<file path="src/rtl/irqc_pkg.sv">
package irqc_pkg;
    localparam int NUM_SRC  = 6;
    localparam int IDX_W    = $clog2(NUM_SRC);
    localparam int NUM_PINS = 2;

    typedef enum logic [1:0] {
        SVC_IDLE = 2'd0,
        SVC_LOW  = 2'd1,
        SVC_HIGH = 2'd2,
        SVC_NEST = 2'd3
    } svc_state_t;
endpackage

</file>
<file path="src/rtl/irqc_pin_detect.sv">
module irqc_pin_detect (
    input  logic clk,
    input  logic rst_n,
    input  logic pin_n,
    input  logic edge_mode,
    input  logic clr,
    output logic pend
);
    logic prev_q;
    logic flag_q;

    always_ff @(posedge clk) begin
        if (!rst_n) begin
            prev_q <= 1'b1;
            flag_q <= 1'b0;
        end else begin
            prev_q <= pin_n;
            if (!edge_mode)
                flag_q <= 1'b0;
            else if (prev_q && !pin_n)
                flag_q <= 1'b1;
            else if (clr)
                flag_q <= 1'b0;
        end
    end

    assign pend = edge_mode ? flag_q : ~pin_n;
endmodule

</file>
<file path="src/rtl/irqc_arbiter.sv">
module irqc_arbiter #(
    parameter int NSRC = 6,
    parameter int IW   = 3
) (
    input  logic [NSRC-1:0] pend,
    input  logic [NSRC-1:0] en_mask,
    input  logic            glob,
    input  logic [NSRC-1:0] prio,
    input  logic            allow_hi,
    input  logic            allow_lo,
    output logic            valid,
    output logic [IW-1:0]   idx,
    output logic            is_hi
);
    logic [NSRC-1:0] elig, hi_set, lo_set;
    logic            hi_f, lo_f;
    logic [IW-1:0]   hi_i, lo_i;

    always_comb begin
        elig   = pend & en_mask & {NSRC{glob}};
        hi_set = elig & prio;
        lo_set = elig & ~prio;
        hi_f = 1'b0;
        lo_f = 1'b0;
        hi_i = '0;
        lo_i = '0;
        for (int i = NSRC - 1; i >= 0; i--) begin
            if (hi_set[i]) begin
                hi_f = 1'b1;
                hi_i = IW'(i);
            end
            if (lo_set[i]) begin
                lo_f = 1'b1;
                lo_i = IW'(i);
            end
        end
        if (hi_f) begin
            valid = allow_hi;
            idx   = hi_i;
            is_hi = 1'b1;
        end else begin
            valid = lo_f && allow_lo;
            idx   = lo_i;
            is_hi = 1'b0;
        end
    end
endmodule

</file>
<file path="src/rtl/irqc_svc_fsm.sv">
module irqc_svc_fsm
    import irqc_pkg::*;
(
    input  logic       clk,
    input  logic       rst_n,
    input  logic       take,
    input  logic       take_hi,
    input  logic       ret,
    output svc_state_t state,
    output logic       allow_hi,
    output logic       allow_lo
);
    svc_state_t nxt;

    always_ff @(posedge clk) begin
        if (!rst_n) state <= SVC_IDLE;
        else        state <= nxt;
    end

    always_comb begin
        nxt = state;
        unique case (state)
            SVC_IDLE: if (take) nxt = take_hi ? SVC_HIGH : SVC_LOW;
            SVC_LOW: begin
                if (ret)       nxt = SVC_IDLE;
                else if (take) nxt = SVC_NEST;
            end
            SVC_HIGH: if (ret) nxt = SVC_IDLE;
            SVC_NEST: if (ret) nxt = SVC_LOW;
        endcase
    end

    always_comb begin
        allow_hi = 1'b0;
        allow_lo = 1'b0;
        unique case (state)
            SVC_IDLE: begin allow_hi = 1'b1; allow_lo = 1'b1; end
            SVC_LOW:  allow_hi = 1'b1;
            SVC_HIGH: ;
            SVC_NEST: ;
        endcase
    end
endmodule

</file>
<file path="src/rtl/irq_vector_ctrl.sv">
module irq_vector_ctrl
    import irqc_pkg::*;
#(
    parameter int              ADDR_W    = 16,
    parameter logic [15:0]     VEC_BASE  = 16'h0003,
    parameter int              VEC_SHIFT = 3
) (
    input  logic              clk,
    input  logic              rst_n,
    input  logic              gie,
    input  logic [NUM_SRC-1:0] src_en,
    input  logic [NUM_SRC-1:0] src_prio,
    input  logic [NUM_PINS-1:0] ext_type,
    input  logic [NUM_PINS-1:0] ext_n,
    input  logic              tmr0_ovf,
    input  logic              tmr1_ovf,
    input  logic              ser_req,
    input  logic              tmr2_req,
    input  logic              irq_ack,
    input  logic              irq_ret,
    output logic              irq_req,
    output logic [ADDR_W-1:0] irq_vec
);
    logic [NUM_SRC-1:0]  pend;
    logic [NUM_PINS-1:0] pin_pend;
    logic [1:0]          tmr_q;
    logic [1:0]          tmr_pulse;
    logic [IDX_W-1:0]    sel_idx;
    logic                sel_hi;
    logic                allow_hi, allow_lo;
    logic                ack_fire;
    svc_state_t          svc_state;

    assign ack_fire  = irq_ack && irq_req && !irq_ret;
    assign tmr_pulse = {tmr1_ovf, tmr0_ovf};

    for (genvar p = 0; p < NUM_PINS; p++) begin : g_pin
        irqc_pin_detect u_det (
            .clk       (clk),
            .rst_n     (rst_n),
            .pin_n     (ext_n[p]),
            .edge_mode (ext_type[p]),
            .clr       (ack_fire && (sel_idx == IDX_W'(2 * p))),
            .pend      (pin_pend[p])
        );
    end

    for (genvar t = 0; t < 2; t++) begin : g_tmr
        always_ff @(posedge clk) begin
            if (!rst_n)
                tmr_q[t] <= 1'b0;
            else if (tmr_pulse[t])
                tmr_q[t] <= 1'b1;
            else if (ack_fire && (sel_idx == IDX_W'(2 * t + 1)))
                tmr_q[t] <= 1'b0;
        end
    end

    assign pend = {tmr2_req, ser_req, tmr_q[1], pin_pend[1], tmr_q[0], pin_pend[0]};

    irqc_arbiter #(.NSRC(NUM_SRC), .IW(IDX_W)) u_arb (
        .pend     (pend),
        .en_mask  (src_en),
        .glob     (gie),
        .prio     (src_prio),
        .allow_hi (allow_hi),
        .allow_lo (allow_lo),
        .valid    (irq_req),
        .idx      (sel_idx),
        .is_hi    (sel_hi)
    );

    irqc_svc_fsm u_fsm (
        .clk      (clk),
        .rst_n    (rst_n),
        .take     (ack_fire),
        .take_hi  (sel_hi),
        .ret      (irq_ret),
        .state    (svc_state),
        .allow_hi (allow_hi),
        .allow_lo (allow_lo)
    );

    assign irq_vec = ADDR_W'(VEC_BASE) + (ADDR_W'(sel_idx) << VEC_SHIFT);
endmodule

</file>
<file path="config.mk">
export PLATFORM = sky130hd
export DESIGN_NAME = irq_vector_ctrl
export DESIGN_NICKNAME = d
export VERILOG_FILES = /design/src/rtl/irqc_pkg.sv /design/src/rtl/irqc_pin_detect.sv /design/src/rtl/irqc_arbiter.sv /design/src/rtl/irqc_svc_fsm.sv /design/src/rtl/irq_vector_ctrl.sv
export SDC_FILE = /design/constraint.sdc
export NUM_CORES = 1
export LEC_CHECK = 0
export BUFFER_PORTS_ARGS = -buffer_cell sky130_fd_sc_hd__buf_2
export CORE_ASPECT_RATIO = 1.5
export CORE_MARGIN = 4
export CORE_UTILIZATION = 37
export CTS_BUF_LIST = sky130_fd_sc_hd__clkbuf_4 sky130_fd_sc_hd__clkbuf_8
export CTS_CLUSTER_DIAMETER = 40
export DETAILED_ROUTE_END_ITERATION = 12
export PLACE_DENSITY = 0.68
export SLEW_MARGIN = 5
export SYNTH_ARGS = -nofsm -noshare
export SYNTH_HDL_FRONTEND = slang
export SYNTH_SLANG_ARGS = --single-unit
</file>
<file path="constraint.sdc">
create_clock -name clk -period 1.6 [get_ports clk]
set_input_delay 0.08 -clock clk [delete_from_list [all_inputs] [get_ports clk]]
set_output_delay 0.08 -clock clk [all_outputs]
set_load 0.02 [all_outputs]
</file>
==> impl_metrics.env, run 1 <==
export IMPL_synth_mux_area_fraction_pct=0
export IMPL_place_hpwl_um=1781
export IMPL_dieArea_um2=3083
export IMPL_fin_crit_ns=1.827
export IMPL_status="complete, but fails checks"
export IMPL_finalInstanceArea_um2=1170
export IMPL_io_pins=42
export IMPL_cp_start_kind="flop"
export IMPL_core_area_um2=2077
export IMPL_drive_above_1_share_pct=46.48
export IMPL_arrival_ns=1.75
export IMPL_pre_cts_ws_ns=-0.09764
export IMPL_p_leak_uw=0.0005413
export IMPL_ys_warn_count=0
export IMPL_fillerInstances=193
export IMPL_ys_types=38
export IMPL_grt_max_degree=14
export IMPL_cts_tree="yes"
export IMPL_max_freq_ghz=0.5473
export IMPL_ant_nets=0
export IMPL_grt_overflow_total=0
export IMPL_n_antenna_cell=0
export IMPL_yosys_area_share_simple_pct=43.67
export IMPL_die_h_um=66.04
export IMPL_antenna_found_initial=0
export IMPL_portBuffers=28
export IMPL_synth_compound_area_share_pct=20.33
export IMPL_synth_edf_count=0
export IMPL_critPathCaptureType="primary output"
export IMPL_grt_pass1_wl_um=3498
export IMPL_grt_pass1_vias=905
export IMPL_cp_max_fo=3
export IMPL_first_pass_iters=4
export IMPL_critPathRequiredTime_ns=1.52
export IMPL_drv_cap=0
export IMPL_synth_seq_area_share_pct=19.28
export IMPL_syn_to_final_growth_pct=40.81
export IMPL_grtUsageMet1_pct=14.54
export IMPL_route_detailed_drc=0
export IMPL_syn_area_per_cell_um2=7.988
export IMPL_synth_area_um2=830.8
export IMPL_power_density_nw_per_um2=574.0
export IMPL_drt_total_wl_um=2299
export IMPL_final_max_slew_viol_count=0
export IMPL_post_drt_wl_per_cell_um=14.02
export IMPL_clk_latency_ns=0.26
export IMPL_yosysMostFrequentCell="buf_4"
export IMPL_synth_adder_area_share_pct=0
export IMPL_die_x_um=46.69
export IMPL_fin_setup_tns_ns=-1.652
export IMPL_async_flop_share_pct=0
export IMPL_fin_worst_skew_ns=0.003647
export IMPL_violations="setup timing"
export IMPL_yosys_top_cells_area="dfxtp_1 19%, buf_4 12%, nand2b_1 7.5%, a41oi_1 4.2%, o41ai_4 3.3%"
export IMPL_critPathKind="flop to primary output"
export IMPL_rows=20
export IMPL_synth_seq_cells=8
export IMPL_start_util_pct=40.00
export IMPL_place_area_um2=974.7
export IMPL_worstHoldPathType="input port to flop"
export IMPL_clock_path_buffers=2
export IMPL_peakVddDrop_v=0.0004011
export IMPL_clk_pin_slew_worst_paths_ns=0.05
export IMPL_netlist_area_leader_share_pct=19.28
export IMPL_synth_top_family_by_area="simple AND/OR/NAND/NOR gates"
export IMPL_yosysTopAreaCell="dfxtp_1"
export IMPL_drt_iter0_drc=13
export IMPL_grt_met3_usage_pct=1.635
export IMPL_synthXorXnorAreaFrac_pct=0
export IMPL_grt_busiest_layer="met2"
export IMPL_root_buffer="clkbuf_4"
export IMPL_grt_use_met2_pct=28.28
export IMPL_setup_viol=10
export IMPL_num_nets_final=169
export IMPL_vias=889
export IMPL_gp_congestion=0.8461
export IMPL_hold_violations=0
export IMPL_rsz0062_at_grt="yes"
export IMPL_synth_common_cells="13 x buf_4, 10 x nand2b_1, 8 x dfxtp_1, 7 x nand2_1"
export IMPL_setup_slack_ns=-0.2270
export IMPL_h_tree_depth=1
export IMPL_cts_buffers=3
export IMPL_grt_use_total_pct=15.32
export IMPL_ys_flop_type="dfxtp_1"
export IMPL_synthCells=104
export IMPL_period_share_pct=114.2
export IMPL_vias_per_cell=5.421
export IMPL_clock_sinks=8
-- cell type report --
type                            count  area [µm²]  share of cell area, %
Multi-Input combinational cell     87       700.7                  59.89
Tap cell                           22       27.53                  2.353
Timing Repair Buffer               38       235.2                  20.11
Inverter                            6       22.52                  1.925
Clock buffer                        3       22.52                  1.925
Sequential cell                     8       161.4                  13.80
-- what timing repair did --
action	in CTS	in global routing
gates resized for setup	12	12
hold buffers	1	0
pin swaps	13	6
endpoints found under the setup margin	9	10
hold endpoints to repair	1	0
buffers inserted	5	1
-- through the flow --
stage | cells | total power, µW | hold slack (ns) | utilization (%)
after floorplan | 115 | 394.2 | 0.1530 | -
after global placement | 154 | 444.5 | 0.2728 | 46.93
after detailed placement | 154 | 448.3 | 0.2772 | 46.93
after CTS | 163 | 650.1 | 0.01486 | 52.35
after global routing | 164 | 715.0 | 0.03094 | 56.33
final | 164 | 671.5 | 0.02771 | 56.33
-- registers in the layout, indices dropped and copies added (netlist names) --
register            flops
g_pin.u_det.prev_q      2
pend                    2
u_fsm.state             2
g_pin.u_det.flag_q      2
-- per-layer routing --
| layer | wire, µm | vias up | share of wire, % |
|---|---|---|---|
| li1 | - | 436 | - |
| met1 | 795 | 417 | 35 |
| met2 | 1315 | 33 | 57 |
| met3 | 152 | 3 | 6.6 |
| met4 | 36 | 0 | 1.6 |
| met5 | 0 | - | 0 |
-- placed cells by master (no fill, tap or decap), drive strengths merged --
cell,n
o32a,1
a211oi,1
and4,1
o21a,1
nand2,8
nor4b,2
a2bb2oi,1
nand2b,10
and2b,2
dlygate4sd3,1
or4b,1
o41ai,1
nand4b,2
and3,1
conb,13
dfxtp,8
a21oi,5
o21ai,3
o32ai,1
buf,37
clkbuf,3
and2,1
nor2,6
or3,1
o22ai,1
nor3b,2
nand3,5
a41oi,4
nor3,3
inv,6
nand4,5
a31oi,1
and4bb,1
nor4,3
-- worst max-delay path, stage by stage (launching register included) --
cell     delay [ns]
dfxtp_2        0.32
and2b_2        0.26
nor4_4         0.24
buf_4          0.17
o41ai_4        0.07
buf_4          0.15
a21oi_2        0.12
buf_4          0.15
-- final timing paths --
kind,to,start,cells past startpoint,slack [ns]
hold reg to reg,g_pin[1].u_det.flag_q$_SDFFE_PN0P_,g_pin[1].u_det.prev_q$_SDFF_PN1_,2,0.53
setup / recovery,irq_req,g_pin[0].u_det.flag_q$_SDFFE_PN0P_,7,-0.23
setup reg to reg,pend[3]$_SDFFE_PN0P_,g_pin[0].u_det.flag_q$_SDFFE_PN0P_,7,-0.20
hold / removal,g_pin[0].u_det.prev_q$_SDFF_PN1_,ext_n[0],2,0.03
-- report_power, final --
part / switching [µW] / leakage [µW] / internal [µW]
combinational: 165 / 0.000461 / 132
clock: 71.6 / 0.0000138 / 86.0
sequential: 7.14 / 0.0000665 / 210
-- cell families after synthesis --
logic type,Yosys count
buf+inv,20
simple gates,54
flops,8
compound gates,20
other cells,2
No activity file was read; power rests on OpenSTA's default activity.
==> run 2: changes to the inputs <==
REMOVE_ABC_BUFFERS = 1   (was unset)
==> run 2 against run 1 <==
  * The run still ends with setup timing left
  * Worst setup slack worse by 0.0040 ns
  * Clock-buffer cell count stayed put
  * Worst hold slack worse by 0.020 ns
  * Die area stayed put
  * Maximum frequency is 0.22% lower
  * Clock skew is 0.0029 ns lower
  * Non-clock buffer count is 2 higher
  * Sequential share of layout area is 0.32 points lower
  * Wire length is 3.3% higher
  * Critical path type unchanged
  * Critical endpoint is now irq_vec[3]
  * Largest cell class unchanged
==> impl_metrics.env, run 2 (same netlist as run 1, synthesis figures left out) <==
export IMPL_status="complete, but fails checks"
export IMPL_violations="setup timing"
export IMPL_grt_use_total_pct=16.89
export IMPL_rsz0062_at_grt="yes"
export IMPL_place_area_um2=991.0
export IMPL_root_buffer="clkbuf_4"
export IMPL_crit_slowest_cell="nor4b_4"
export IMPL_vias=907
export IMPL_grt_pass1_wl_um=3829
export IMPL_grt_pass1_vias=903
export IMPL_num_nets_final=171
export IMPL_die_h_um=66.04
export IMPL_cp_start_kind="flop"
export IMPL_period_share_pct=114.4
export IMPL_cpPeakStageDelay_ns=0.36
export IMPL_hold_violations=0
export IMPL_r2r_slack_ns=-0.23
export IMPL_r2r_end="pend[1]$_SDFFE_PN0P_"
export IMPL_post_drt_wl_per_cell_um=14.31
export IMPL_clk_pin_slew_worst_paths_ns=0.05
export IMPL_place_hpwl_um=1692
export IMPL_grt_met3_usage_pct=1.362
export IMPL_hp_start="irq_ret"
export IMPL_postLayoutCoreUtil_pct=57.65
export IMPL_p_clk_share_pct=22.8
export IMPL_finalInstanceArea_um2=1197
export IMPL_critPathCaptureType="primary output"
export IMPL_critPathKind="flop to primary output"
export IMPL_fin_setup_tns_ns=-1.474
export IMPL_power_uw=688.4
export IMPL_io_pins=42
export IMPL_syn_to_final_growth_pct=44.13
export IMPL_route_detailed_drc=0
export IMPL_worstPathCellList="and2b_2 > nor4b_4 > buf_4 > o32a_1 > inv_2 > buf_6"
export IMPL_n_antenna_cell=0
export IMPL_peakVddDrop_v=0.0004463
export IMPL_p_leak_uw=0.0005504
export IMPL_setup_viol=9
export IMPL_setup_slack_ns=-0.2310
export IMPL_portBuffers=28
export IMPL_final_max_slew_viol_count=0
export IMPL_finalNonFillerCells=166
export IMPL_placed_cells=159
export IMPL_drv_cap=0
export IMPL_start_util_pct=40.00
export IMPL_dieArea_um2=3083
export IMPL_ant_nets=0
export IMPL_cp_max_fo=4
export IMPL_pwr_share_comb_pct=45.6
export IMPL_rows=20
export IMPL_grt_use_met2_pct=30.34
export IMPL_switching_share_pct=36.27
export IMPL_h_tree_depth=1
export IMPL_final_common_cell="buf_2"
export IMPL_core_area_um2=2077
export IMPL_drt_iter0_drc=18
export IMPL_arrival_ns=1.75
export IMPL_first_pass_iters=4
export IMPL_vias_per_cell=5.464
export IMPL_fin_worst_skew_ns=0.0007130
export IMPL_fin_crit_ns=1.831
export IMPL_grt_max_degree=12
export IMPL_seqPwrFrac_pct=31.6
export IMPL_clock_path_buffers=2
export IMPL_p_int_uw=438.7
export IMPL_reg2reg_depth=7
export IMPL_die_x_um=46.69
export IMPL_switching_power_uw=249.6
export IMPL_grtUsageMet1_pct=18.75
export IMPL_power_density_nw_per_um2=574.9
export IMPL_grt_overflow_total=0
export IMPL_grt_busiest_layer="met2"
export IMPL_drt_total_wl_um=2376
export IMPL_max_freq_ghz=0.5462
export IMPL_hold_depth=2
export IMPL_r2r_start="g_pin[0].u_det.flag_q$_SDFFE_PN0P_"
export IMPL_critPathRequiredTime_ns=1.52
export IMPL_clock_sinks=8
export IMPL_drive_above_1_share_pct=49.31
export IMPL_final_cell_mix="24 x buf_2, 13 x conb_1, 13 x buf_4"
export IMPL_gp_congestion=0.8362
export IMPL_antenna_found_initial=0
export IMPL_worstHoldPathType="input port to flop"
export IMPL_cts_buffers=3
export IMPL_postCtsHoldBufs=0
export IMPL_cts_tree="yes"
export IMPL_worstHoldEndpoint="u_fsm.state[1]$_SDFFE_PN0P_"
export IMPL_clk_latency_ns=0.26
==> run 2: worst max-delay path by stage <==
stage | start | to | slack [ns]
after global placement | g_pin[0].u_det.flag_q$_SDFFE_PN0P_ | g_pin[0].u_det.flag_q$_SDFFE_PN0P_ | -0.03
after floorplan | g_pin[1].u_det.flag_q$_SDFFE_PN0P_ | pend[3]$_SDFFE_PN0P_ | -0.24
after global routing | g_pin[0].u_det.flag_q$_SDFFE_PN0P_ | irq_vec[3] | -0.29
after detailed placement | g_pin[0].u_det.flag_q$_SDFFE_PN0P_ | g_pin[0].u_det.flag_q$_SDFFE_PN0P_ | -0.08
final | g_pin[0].u_det.flag_q$_SDFFE_PN0P_ | irq_vec[3] | -0.23
after CTS | g_pin[0].u_det.flag_q$_SDFFE_PN0P_ | irq_vec[3] | -0.19
==> run 2: through the flow <==
stage,setup WS [ns],hold WS (ns)
after floorplan,-0.2369,0.1530
after global placement,-0.02829,0.2698
after detailed placement,-0.08058,0.2783
after CTS,-0.1911,0.008187
after global routing,-0.2948,0.001446
final,-0.2310,0.007377
==> run 2: layer usage <==
metal	share of wire, %	routed length [µm]
met5	0	0
met4	1.6	37
met3	9.6	227
met2	52	1241
met1	37	870
==> run 2: cell type report <==
| cell class | count | area (µm²) |
|---|---|---|
| fillers | 191 | 879.6 |
| multi-input cells | 87 | 711.9 |
| repair buffers | 40 | 251.5 |
| flip-flops and latches | 8 | 161.4 |
| well taps | 22 | 27.53 |
| clock buffers | 3 | 22.52 |
| inverters | 6 | 22.52 |
==> run 2: worst max-delay path, delay by kind of cell (launching register included) <==
family,cells,cell delay [ns]
simple gates,2,0.61
buf+inv,3,0.39
flops,1,0.32
compound gates,1,0.18
==> run 2: power by group through the flow <==
stage	logic (µW)	registers (µW)	clock network, µW
5_1_grt	338	219	171
2_1_floorplan	140	219	0
3_5_place_dp	231	220	0
3_3_place_gp	228	220	0
4_1_cts	292	217	158
6_report	314	218	157
==> run 2: timing repair <==
item / CTS / global route
pin swaps: 16 / 4
endpoints found under the setup margin: 9 / 10
gates resized for setup: 22 / 7
buffers inserted: 5 / 0
gates cloned: 0 / 0
==> run 3: changes to the inputs <==
CORE_ASPECT_RATIO = 0.75   (was 1.5)
==> run 3 against run 2 <==
  * The run still ends with setup timing left
  * Sequential share of layout area increased by 0.90 points
  * Worst setup slack worse by 0.058 ns
  * Non-clock buffer count decreased by 1
  * Clock power up 6%
  * Sequential power barely moved
==> impl_metrics.env, run 3 (same netlist as run 1, synthesis figures left out) <==
export IMPL_vias_per_cell=5.413
export IMPL_dieArea_um2=3075
export IMPL_first_pass_iters=4
export IMPL_clk_latency_ns=0.26
export IMPL_num_nets_final=170
export IMPL_cts_buffers=3
export IMPL_p_leak_uw=0.0005225
export IMPL_rows=14
export IMPL_violations="setup timing"
export IMPL_hold_violations=0
export IMPL_grt_pass1_vias=860
export IMPL_die_h_um=49.04
export IMPL_peakVddDrop_v=0.0003038
export IMPL_max_freq_ghz=0.5294
export IMPL_worstHoldPathType="input port to flop"
export IMPL_ant_nets=0
export IMPL_fin_crit_ns=1.889
export IMPL_h_tree_depth=1
export IMPL_grt_pass1_wl_um=3850
export IMPL_rsz0062_at_grt="yes"
export IMPL_grt_use_total_pct=15.54
export IMPL_drv_cap=0
export IMPL_antenna_found_initial=0
export IMPL_grt_overflow_total=0
export IMPL_io_pins=42
export IMPL_final_cell_mix="26 x buf_2, 13 x conb_1, 10 x buf_4"
export IMPL_cp_start_kind="flop"
export IMPL_clock_path_buffers=2
export IMPL_grt_max_degree=14
export IMPL_core_area_um2=2067
export IMPL_start_util_pct=40.19
export IMPL_final_common_cell="buf_2"
export IMPL_final_max_slew_viol_count=0
export IMPL_clk_pin_slew_worst_paths_ns=0.06
export IMPL_critPathKind="flop to primary output"
export IMPL_pre_cts_ws_ns=-0.2115
export IMPL_setup_slack_ns=-0.2890
export IMPL_root_buffer="clkbuf_4"
export IMPL_status="complete, but fails checks"
export IMPL_drive_above_1_share_pct=44.76
export IMPL_portBuffers=28
export IMPL_power_density_nw_per_um2=597.5
export IMPL_syn_to_final_growth_pct=35.09
export IMPL_route_detailed_drc=0
export IMPL_drt_total_wl_um=2422
export IMPL_die_x_um=62.72
export IMPL_critPathCaptureType="primary output"
export IMPL_cts_tree="yes"
export IMPL_gp_congestion=0.8810
export IMPL_fin_worst_skew_ns=0.004399
export IMPL_n_antenna_cell=0
export IMPL_postLayoutCoreUtil_pct=54.30
export IMPL_place_hpwl_um=1893
export IMPL_post_drt_wl_per_cell_um=14.50
export IMPL_arrival_ns=1.81
export IMPL_critPathRequiredTime_ns=1.52
export IMPL_cp_max_fo=3
export IMPL_fillerInstances=202
export IMPL_setup_viol=9
export IMPL_period_share_pct=118.1
export IMPL_clock_sinks=8
export IMPL_vias=904
export IMPL_drt_iter0_drc=39
-- run 3: cell type report --
cell class | count | area, µm² | share of cell area [%]
flip-flops and latches | 8 | 161.4 | 14.38
inverters | 6 | 22.52 | 2.007
clock buffers | 3 | 22.52 | 2.007
repair buffers | 39 | 237.7 | 21.18
multi-input cells | 87 | 648.1 | 57.75
well taps | 24 | 30.03 | 2.676
-- run 3: where the power goes --
part	total [µW]	switching, µW	internal [µW]
Combinational	288	161	127
Clock	166	79.0	86.6
Sequential	217	7.22	210
-- run 3: worst paths after layout --
kind                                       from                                  to  slack, ns  cells past startpoint
max          g_pin[0].u_det.flag_q$_SDFFE_PN0P_                          irq_vec[4]      -0.29                      6
min                                    ext_n[1]    g_pin[1].u_det.prev_q$_SDFF_PN1_       0.03                      2
max reg2reg  g_pin[0].u_det.flag_q$_SDFFE_PN0P_                pend[3]$_SDFFE_PN0P_      -0.19                      7
min reg2reg    g_pin[1].u_det.prev_q$_SDFF_PN1_  g_pin[1].u_det.flag_q$_SDFFE_PN0P_       0.56                      2
-- run 3: per-layer routing --
| layer | wire [µm] | global-route usage, % | up-vias |
|---|---|---|---|
| met5 | 0 | 0 | - |
| met2 | 1188 | 26.55 | 47 |
| met3 | 217 | 6.912 | 0 |
| li1 | - | - | 440 |
| met1 | 1016 | 18.33 | 417 |
| met4 | 0 | 2.198 | 0 |
-- run 3: timing repair --
item	4_1_cts	5_1_grt
buffers inserted	6	0
resized for setup	15	2
hold buffers	1	0
pin swaps	7	2
hold endpoints to repair	1	0
setup endpoints to repair	9	10
-- run 3: critical path, cell delays in order, from the launching register on --
cell and delay, ns:
dfxtp_2 0.33, and2b_2 0.26, or3_1 0.41, nand2_1 0.14, o32ai_1 0.10, buf_4 0.15, buf_2 0.15
-- run 3: per-stage QoR --
step	total power, µW	setup TNS [ns]	instances	hold slack, ns	area, µm²
floorplan	358.5	-0.4815	101	0.1530	763.2
global placement	445.8	-0.3279	159	0.2693	978.4
detailed placement	452.3	-1.080	159	0.2790	978.4
CTS	665.0	-1.773	167	0.03610	1111
global route	704.7	-2.651	167	0.03819	1122
finish	670.6	-1.734	167	0.03363	1122
